**src/rtl/busdma_pkg.sv**
```systemverilog
package busdma_pkg;

    typedef enum logic [1:0] {
        WK_IDLE    = 2'd0,
        WK_DESC_LO = 2'd1,
        WK_DESC_HI = 2'd2,
        WK_MOVE    = 2'd3
    } walk_state_e;

    localparam logic [1:0] RA_CMD  = 2'd0;
    localparam logic [1:0] RA_STAT = 2'd1;
    localparam logic [1:0] RA_PTR  = 2'd2;

    localparam int CMD_RUN_BIT = 0;
    localparam int CMD_DIR_BIT = 3;
    localparam int ST_ACT_BIT  = 0;
    localparam int ST_ERR_BIT  = 1;
    localparam int ST_INT_BIT  = 2;
    localparam int DESC_EOT_BIT = 31;

endpackage

```
**src/rtl/busdma_regs.sv**
```systemverilog
module busdma_regs
    import busdma_pkg::*;
#(
    parameter int ADDR_W = 32
) (
    input  logic              clk,
    input  logic              rst_n,
    input  logic              reg_we,
    input  logic [1:0]        reg_addr,
    input  logic [31:0]       reg_wdata,
    output logic [31:0]       reg_rdata,
    input  logic              act,
    input  logic              done_evt,
    input  logic              err_evt,
    output logic              run,
    output logic              start_pulse,
    output logic [ADDR_W-1:0] tbl_ptr,
    output logic              irq
);

    localparam int PTR_LSB = 3;

    typedef struct packed {
        logic              run;
        logic              dir;
        logic [ADDR_W-1:0] ptr;
        logic              err;
        logic              intr;
    } regs_t;

    regs_t regs_d, regs_q;

    always_comb begin
        regs_d      = regs_q;
        start_pulse = 1'b0;
        if (reg_we && reg_addr == RA_CMD) begin
            regs_d.run  = reg_wdata[CMD_RUN_BIT];
            regs_d.dir  = reg_wdata[CMD_DIR_BIT];
            start_pulse = reg_wdata[CMD_RUN_BIT] && reg_wdata[CMD_DIR_BIT] && !regs_q.run;
        end
        if (reg_we && reg_addr == RA_PTR && !act) begin
            regs_d.ptr = {reg_wdata[ADDR_W-1:PTR_LSB], {PTR_LSB{1'b0}}};
        end
        if (reg_we && reg_addr == RA_STAT) begin
            if (reg_wdata[ST_ERR_BIT]) regs_d.err  = 1'b0;
            if (reg_wdata[ST_INT_BIT]) regs_d.intr = 1'b0;
        end
        if (err_evt) begin
            regs_d.err  = 1'b1;
            regs_d.intr = 1'b1;
        end
        if (done_evt) regs_d.intr = 1'b1;
    end

    always_ff @(posedge clk or negedge rst_n) begin
        if (!rst_n) regs_q <= '0;
        else        regs_q <= regs_d;
    end

    always_comb begin
        reg_rdata = '0;
        case (reg_addr)
            RA_CMD: begin
                reg_rdata[CMD_RUN_BIT] = regs_q.run;
                reg_rdata[CMD_DIR_BIT] = regs_q.dir;
            end
            RA_STAT: begin
                reg_rdata[ST_ACT_BIT] = act;
                reg_rdata[ST_ERR_BIT] = regs_q.err;
                reg_rdata[ST_INT_BIT] = regs_q.intr;
            end
            RA_PTR:  reg_rdata = 32'(regs_q.ptr);
            default: reg_rdata = '0;
        endcase
    end

    assign run     = regs_q.run;
    assign tbl_ptr = regs_q.ptr;
    assign irq     = regs_q.intr;

    AST_PTR_FROZEN: assert property (@(posedge clk) disable iff (!rst_n)
        act && $past(act) |-> $stable(regs_q.ptr));
    AST_DONE_SETS_INT: assert property (@(posedge clk) disable iff (!rst_n)
        done_evt |=> regs_q.intr);
    AST_FAULT_SETS_BOTH: assert property (@(posedge clk) disable iff (!rst_n)
        err_evt |=> regs_q.err && regs_q.intr);

endmodule

```
**src/rtl/busdma_walker.sv**
```systemverilog
module busdma_walker
    import busdma_pkg::*;
#(
    parameter int ADDR_W      = 32,
    parameter int DATA_W      = 16,
    parameter int CNT_W       = 16,
    parameter int TABLE_BYTES = 65536
) (
    input  logic              clk,
    input  logic              rst_n,
    input  logic              run,
    input  logic              start_pulse,
    input  logic [ADDR_W-1:0] tbl_ptr,
    output logic              act,
    output logic              done_evt,
    output logic              err_evt,
    output logic              mrd_req,
    output logic [ADDR_W-1:0] mrd_addr,
    input  logic              mrd_ack,
    input  logic [31:0]       mrd_data,
    output logic              mwr_req,
    output logic [ADDR_W-1:0] mwr_addr,
    output logic [DATA_W-1:0] mwr_data,
    input  logic              mwr_ack,
    input  logic              dev_valid,
    input  logic [DATA_W-1:0] dev_data,
    output logic              dev_ready
);

    localparam int DESC_BYTES = 8;
    localparam int WORD_BYTES = DATA_W / 8;
    localparam int MAX_DESC   = TABLE_BYTES / DESC_BYTES;
    localparam int IDX_W      = (MAX_DESC > 1) ? $clog2(MAX_DESC) : 1;
    localparam logic [IDX_W-1:0]  LAST_IDX   = IDX_W'(MAX_DESC - 1);
    localparam logic [CNT_W-1:0]  FULL_WORDS = {1'b1, {(CNT_W-1){1'b0}}};

    typedef struct packed {
        walk_state_e       state;
        logic [ADDR_W-1:0] cursor;
        logic [ADDR_W-1:0] waddr;
        logic [CNT_W-1:0]  words;
        logic              eot;
        logic [IDX_W-1:0]  idx;
        logic [DATA_W-1:0] wbuf;
        logic              wpend;
    } walk_t;

    walk_t walk_d, walk_q;
    logic  bus_busy;

    always_comb begin
        walk_d   = walk_q;
        done_evt = 1'b0;
        err_evt  = 1'b0;
        mrd_req  = (walk_q.state == WK_DESC_LO) || (walk_q.state == WK_DESC_HI);
        mrd_addr = (walk_q.state == WK_DESC_HI) ? walk_q.cursor + ADDR_W'(4) : walk_q.cursor;
        mwr_req  = walk_q.wpend;
        mwr_addr = walk_q.waddr;
        mwr_data = walk_q.wbuf;
        dev_ready = run && (walk_q.state == WK_MOVE) && (walk_q.words != '0) && !walk_q.wpend;
        bus_busy  = (mrd_req && !mrd_ack) || (walk_q.wpend && !mwr_ack);

        case (walk_q.state)
            WK_IDLE: begin
                if (start_pulse) begin
                    walk_d.state  = WK_DESC_LO;
                    walk_d.cursor = tbl_ptr;
                    walk_d.idx    = '0;
                    walk_d.wpend  = 1'b0;
                end
            end
            WK_DESC_LO: begin
                if (mrd_ack) begin
                    walk_d.waddr = {mrd_data[ADDR_W-1:1], 1'b0};
                    walk_d.state = WK_DESC_HI;
                end
            end
            WK_DESC_HI: begin
                if (mrd_ack) begin
                    walk_d.eot   = mrd_data[DESC_EOT_BIT];
                    walk_d.words = (mrd_data[CNT_W-1:0] == '0) ? FULL_WORDS
                                                               : {1'b0, mrd_data[CNT_W-1:1]};
                    walk_d.state = WK_MOVE;
                end
            end
            WK_MOVE: begin
                if (walk_q.wpend) begin
                    if (mwr_ack) begin
                        walk_d.wpend = 1'b0;
                        walk_d.waddr = walk_q.waddr + ADDR_W'(WORD_BYTES);
                        walk_d.words = walk_q.words - CNT_W'(1);
                    end
                end else if (walk_q.words == '0) begin
                    if (walk_q.eot) begin
                        walk_d.state = WK_IDLE;
                        done_evt     = 1'b1;
                    end else if (walk_q.idx == LAST_IDX) begin
                        walk_d.state = WK_IDLE;
                        err_evt      = 1'b1;
                    end else begin
                        walk_d.idx    = walk_q.idx + IDX_W'(1);
                        walk_d.cursor = walk_q.cursor + ADDR_W'(DESC_BYTES);
                        walk_d.state  = WK_DESC_LO;
                    end
                end else if (dev_ready && dev_valid) begin
                    walk_d.wbuf  = dev_data;
                    walk_d.wpend = 1'b1;
                end
            end
            default: walk_d.state = WK_IDLE;
        endcase

        if (!run && walk_q.state != WK_IDLE && !bus_busy) begin
            walk_d.state = WK_IDLE;
            walk_d.wpend = 1'b0;
            done_evt     = 1'b0;
            err_evt      = 1'b0;
        end
    end

    always_ff @(posedge clk or negedge rst_n) begin
        if (!rst_n) walk_q <= '0;
        else        walk_q <= walk_d;
    end

    assign act = (walk_q.state != WK_IDLE);

    AST_RD_HOLD: assert property (@(posedge clk) disable iff (!rst_n)
        mrd_req && !mrd_ack |=> mrd_req && $stable(mrd_addr));
    AST_WR_HOLD: assert property (@(posedge clk) disable iff (!rst_n)
        mwr_req && !mwr_ack |=> mwr_req && $stable(mwr_addr) && $stable(mwr_data));
    AST_WR_EVEN: assert property (@(posedge clk) disable iff (!rst_n)
        mwr_req |-> !mwr_addr[0]);
    AST_STOPPED_NO_TAKE: assert property (@(posedge clk) disable iff (!rst_n)
        !run |-> !dev_ready);

endmodule

```
**src/rtl/busdma_prd_engine.sv**
```systemverilog
module busdma_prd_engine
    import busdma_pkg::*;
#(
    parameter int ADDR_W      = 32,
    parameter int DATA_W      = 16,
    parameter int TABLE_BYTES = 65536
) (
    input  logic              clk,
    input  logic              rst_n,
    input  logic              reg_we,
    input  logic [1:0]        reg_addr,
    input  logic [31:0]       reg_wdata,
    output logic [31:0]       reg_rdata,
    output logic              mrd_req,
    output logic [ADDR_W-1:0] mrd_addr,
    input  logic              mrd_ack,
    input  logic [31:0]       mrd_data,
    output logic              mwr_req,
    output logic [ADDR_W-1:0] mwr_addr,
    output logic [DATA_W-1:0] mwr_data,
    input  logic              mwr_ack,
    input  logic              dev_valid,
    input  logic [DATA_W-1:0] dev_data,
    output logic              dev_ready,
    output logic              irq
);

    localparam int CNT_W = 16;

    logic              act;
    logic              done_evt;
    logic              err_evt;
    logic              run;
    logic              start_pulse;
    logic [ADDR_W-1:0] tbl_ptr;

    busdma_regs #(.ADDR_W(ADDR_W)) u_regs (
        .clk         (clk),
        .rst_n       (rst_n),
        .reg_we      (reg_we),
        .reg_addr    (reg_addr),
        .reg_wdata   (reg_wdata),
        .reg_rdata   (reg_rdata),
        .act         (act),
        .done_evt    (done_evt),
        .err_evt     (err_evt),
        .run         (run),
        .start_pulse (start_pulse),
        .tbl_ptr     (tbl_ptr),
        .irq         (irq)
    );

    busdma_walker #(
        .ADDR_W      (ADDR_W),
        .DATA_W      (DATA_W),
        .CNT_W       (CNT_W),
        .TABLE_BYTES (TABLE_BYTES)
    ) u_walker (
        .clk         (clk),
        .rst_n       (rst_n),
        .run         (run),
        .start_pulse (start_pulse),
        .tbl_ptr     (tbl_ptr),
        .act         (act),
        .done_evt    (done_evt),
        .err_evt     (err_evt),
        .mrd_req     (mrd_req),
        .mrd_addr    (mrd_addr),
        .mrd_ack     (mrd_ack),
        .mrd_data    (mrd_data),
        .mwr_req     (mwr_req),
        .mwr_addr    (mwr_addr),
        .mwr_data    (mwr_data),
        .mwr_ack     (mwr_ack),
        .dev_valid   (dev_valid),
        .dev_data    (dev_data),
        .dev_ready   (dev_ready)
    );

    AST_IDLE_QUIET: assert property (@(posedge clk) disable iff (!rst_n)
        !act |-> !mrd_req && !mwr_req && !dev_ready);
    AST_READ_WINDOW: assert property (@(posedge clk) disable iff (!rst_n)
        mrd_req |-> (mrd_addr - tbl_ptr) < ADDR_W'(TABLE_BYTES));

endmodule

```
**config.mk**
```make
export PLATFORM = sky130hd
export DESIGN_NAME = busdma_prd_engine
export DESIGN_NICKNAME = d
export VERILOG_FILES = /design/src/rtl/busdma_pkg.sv /design/src/rtl/busdma_regs.sv /design/src/rtl/busdma_walker.sv /design/src/rtl/busdma_prd_engine.sv
export SDC_FILE = /design/constraint.sdc
export NUM_CORES = 1
export LEC_CHECK = 0
export ABC_AREA = 1
export BUFFER_PORTS_ARGS = -buffer_cell sky130_fd_sc_hd__buf_2
export CAP_MARGIN = 30
export CORE_UTILIZATION = 46
export DETAILED_ROUTE_END_ITERATION = 10
export PLACE_DENSITY_LB_ADDON = 0.12
export SLEW_MARGIN = 0
export SYNTH_ARGS = -nofsm -noshare
export SYNTH_HDL_FRONTEND = slang
export SYNTH_HIERARCHICAL = 1
export SYNTH_SLANG_ARGS = --single-unit
```
**constraint.sdc**
```tcl
create_clock -name clk -period 1.6 [get_ports clk]
set_input_delay 0.08 -clock clk [delete_from_list [all_inputs] [get_ports clk]]
set_output_delay 0.08 -clock clk [all_outputs]
set_load 0.02 [all_outputs]
```
==> summary by stage <==
Placement
Once placement finished, the instance area stood at about 0.013 mm2. The final weighted congestion in routability-driven placement is between 0.9 and 1. The number of buffers added on ports is 202. The HPWL after detailed placement is 23800 um.

Die
The floorplan has 55 rows. From bottom edge to top edge, the die measures between 150 and 200 um. The initial cell density of the core is between 40% and 50%. The floorplan step set the die width to 153 um.

The total core area is 0.0226 mm2. The floorplan step defined a die boundary enclosing between 0.02 and 0.025 mm2. The number of placed I/O pins is roughly 200.

Clock network
CTS built an H-tree with a depth of 4. The total CTS buffers is 17. In this run the deepest clock path goes through 2 buffers.

TritonCTS built the clock tree. Clock-pin slew was measured on the worst setup and hold paths at ~0.070 ns. The clock drives 145 sinks. The later pin in the worst-skew pair is clocked with a latency of between 0.4 and 0.5 ns. The root buffer cell chosen for the clock tree is sky130_fd_sc_hd__clkbuf_16.

Timing
The final count of negative-setup-slack endpoints is between 150 and 200. Subtracting the final worst setup slack from the clock period gives around 2.2 ns. The final number of hold-violating endpoints is 0. The worst clock skew is 0.0130 ns.

The final critical-path share of the clock period is 136%. Setup repair after global routing could not meet its margin everywhere. The achievable clock frequency is between 400 and 500 MHz.

The count of final max-slew check failures was 0. The final-layout setup total negative slack is -43.31 ns. Across all setup checks in the final design, the least slack found is -0.578 ns.

Logic synthesis
The fraction of the yosys area taken by sequential cells is about 34%. The cell count after synthesis came out at 1620. The number of flops mapped to enable cells by yosys is 0. The most used flip-flop cell after synthesis is sky130_fd_sc_hd__dfrtp_1. During synthesis, Yosys emitted a total of 6 warnings. The summed instance area of the synthesized netlist is between 0.01 and 0.015 mm2. Synthesis inferred 145 register bits.

By area the synthesized netlist is led by sky130_fd_sc_hd__dfrtp_1, sky130_fd_sc_hd__nand2_1, sky130_fd_sc_hd__nor2_1. In the synthesized netlist the async set-or-reset flop fraction comes to 100%. sky130_fd_sc_hd__dfrtp_1 takes more of the synthesized area than any other cell. The count of distinct cell types in the synthesized netlist is 43. Averaged over all synthesized cells, the footprint is approximately 6.5 um2.

The share of the synthesized area in the top cell type is about a third.

Drt
In the routed layout, each cell is associated on average with a via count of 5.20. The count of nets left with antenna violations after detail routing is 0. The via count of the routed design is about 12000. The count of routing violations after the opening detailed-route iteration is 746. The final wirelength is ~38000 um.

The post-detailed-route wirelength per cell is approximately 16 um. The number of remaining DRC errors is 0. The pre-antenna-repair detailed-routing pass consisted of 7 iterations.

Critical path
Along the worst path, the maximum fanout reaches 5. The cell repeated most along the worst path is sky130_fd_sc_hd__nand2_1. STA classifies the critical path startpoint as a register.

The required time at the worst-slack endpoint is ~1.5 ns. The endpoint kind of the worst setup timing path is an output pin. The cell with the biggest individual delay on the critical path is sky130_fd_sc_hd__dfrtp_1. The critical path contains buffers and inverters numbering 2 combined. Walking the worst path, the cells encountered are nand2_1 -> nor2_1 -> buf_4 -> nand2_1 -> o21ai_0 -> nand2_1 -> nand2_1 -> o21ai_4 -> buf_6.

By startpoint and endpoint, the worst setup path is classified as register to output pin. In this design, the largest share of critical-path delay is due to simple AND/OR/NAND/NOR gates. On the worst path, the slowest cell contributes a delay of about 0.39 ns. Data on the critical path arrives at its endpoint at approximately 2.1 ns.

Min path
The min-delay analysis places its worst path in the category input pin to register.

Pwr
Summed over all cells, the static leakage comes to 8.01 nW. The peak ir drop on the vdd network is 0.859 mV. Dividing total power by cell area gives a power density of about 1700 mW/mm2.

Final layout
The net count of the finished layout is between 2000 and 2500. The share of cells above drive strength 1 is 38.8%. The repair_antennas step left the layout with diodes totalling 0. Once layout is done, the placed cells without fillers occupy between 0.015 and 0.02 mm2. Relative to the synthesized area, the layout overhead comes to 58.5%.

Outcome
The checks that failed: setup timing. The flow ran to the end, but the final reports show violations.

GRT
In the global route stage, overall resource usage came out at 29.2%. The global-route wire length before repair is 55100 um. Global routing finished with a remaining overflow of 0. The number of antenna violations at the first check in global routing is 0. The maximum number of pins on one net before global-route repair is 55. The via count of the first global-routing pass is between 10000 and 15000.

Run
The tool flagged a number of max-cap violations equal to 0.
layout by cell type (no fill, tap or decap), drive strengths merged, types with 11 or more instances in the layout:
| cell type | netlist | routed |
|---|---|---|
| a21oi | 35 | 35 |
| a31oi | 13 | 13 |
| buf | 121 | 458 |
| clkbuf | 16 | 28 |
| dfrtp | 145 | 145 |
| dlygate4sd3 | 0 | 68 |
| inv | 139 | 141 |
| nand2 | 550 | 551 |
| nand3 | 150 | 150 |
| nand3b | 11 | 11 |
| nand4 | 20 | 20 |
| nor2 | 265 | 265 |
| nor3 | 11 | 11 |
| o21ai | 73 | 73 |
| xor2 | 26 | 26 |
routing by layer:
layer	wire (um)	global-route usage (%)
met1	15400	36.2
met2	18900	51.2
met3	2230	5.25
met4	1330	9.71
met5	0	0
tightest hold or removal path, stage by stage:
cell                      delay, ns
sky130_fd_sc_hd__buf_2         0.08
sky130_fd_sc_hd__nor2_1        0.04
sky130_fd_sc_hd__nor2_2        0.09
sky130_fd_sc_hd__nand2_1       0.07
sky130_fd_sc_hd__o21ai_2       0.05
layout make-up:
type	count	area [um2]
multi-input cells	1202	6910
fillers	1699	5860
repair buffers	537	4620
flip-flops and latches	145	3630
inverters	139	596
clock buffers	19	433
well taps	285	357
clock inverters	13	174
registers in the layout, summed over array words and instances (netlist names):
| name | flops |
|---|---|
| u_regs/run | 1 |
| u_walker/mwr_data | 16 |
| u_regs/tbl_ptr | 29 |
| u_walker/mwr_addr | 31 |
| u_walker/walk_q | 64 |
| u_regs/irq | 1 |
| u_regs/regs_q | 2 |
| u_walker/mwr_req | 1 |
kinds of logic after synthesis:
kind of cell / share of synthesized area, %
xor gates and xnor gates: 2.41
and+or+nand+nor: 40.1
other: 0.0712
AOI/OAI and AO/OA: 7.71
DFF: 34.4
buffers and inverters: 14.1
adders and majority gates: 1.19
Yosys cell counts, drive strengths merged (10+ instances only):
| cell | instances |
|---|---|
| nor3 | 11 |
| buf | 121 |
| dfrtp | 145 |
| nor2 | 265 |
| a31oi | 13 |
| ha | 10 |
| a21oi | 35 |
| clkbuf | 16 |
| nand3b | 11 |
| inv | 139 |
| o21ai | 73 |
| nand3 | 150 |
| nand2 | 550 |
| nand4 | 20 |
| xor2 | 26 |
report_power, final:
group / internal [W] / switching, W
Sequential: 0.00520 / 0.00166
Clock: 0.00249 / 0.00176
Combinational: 0.00790 / 0.00944
path summary, 6_finish.rpt:
| path | start | cells after the start | endpoint | slack (ns) |
|---|---|---|---|---|
| max | u_walker/walk_q[88] | 9 | mrd_addr[17] | -0.58 |
| min | mrd_data[25] | 5 | u_walker/mwr_addr[25] | 0.01 |
| max reg2reg | u_walker/walk_q[111] | 12 | u_walker/mwr_addr[12] | -0.33 |
| min reg2reg | u_walker/mwr_data[11] | 2 | u_walker/mwr_data[11] | 0.47 |
| max in group asynchronous | rst_n | 3 | u_walker/walk_q[85] | 0.86 |
| min in group asynchronous | rst_n | 2 | u_walker/mwr_data[11] | 0.10 |
what timing repair did:
item | in CTS | in global routing
setup endpoints to repair | 170 | 172
buffers inserted | 28 | 29
pin swaps | 39 | 83
hold buffers | 68 | 0
hold endpoints to repair | 216 | 0
gates resized for setup | 213 | 258
gates cloned | 7 | 11
metrics by stage:
stage          util [%]  worst slack, ns  instances  hold WS, ns  power [W]
6_report           74.1           -0.578       2340      0.00976     0.0284
5_1_grt            74.1           -0.645       2340       0.0391     0.0300
3_3_place_gp       57.1           -0.253       2172     -0.00498     0.0188
4_1_cts            68.0           -0.536       2306      0.00784     0.0254
3_5_place_dp       57.1           -0.271       2172     -0.00399     0.0190
2_1_floorplan         -          -0.0676       1622       -0.216     0.0151
Note: power is estimated with default switching activity, not from simulation.
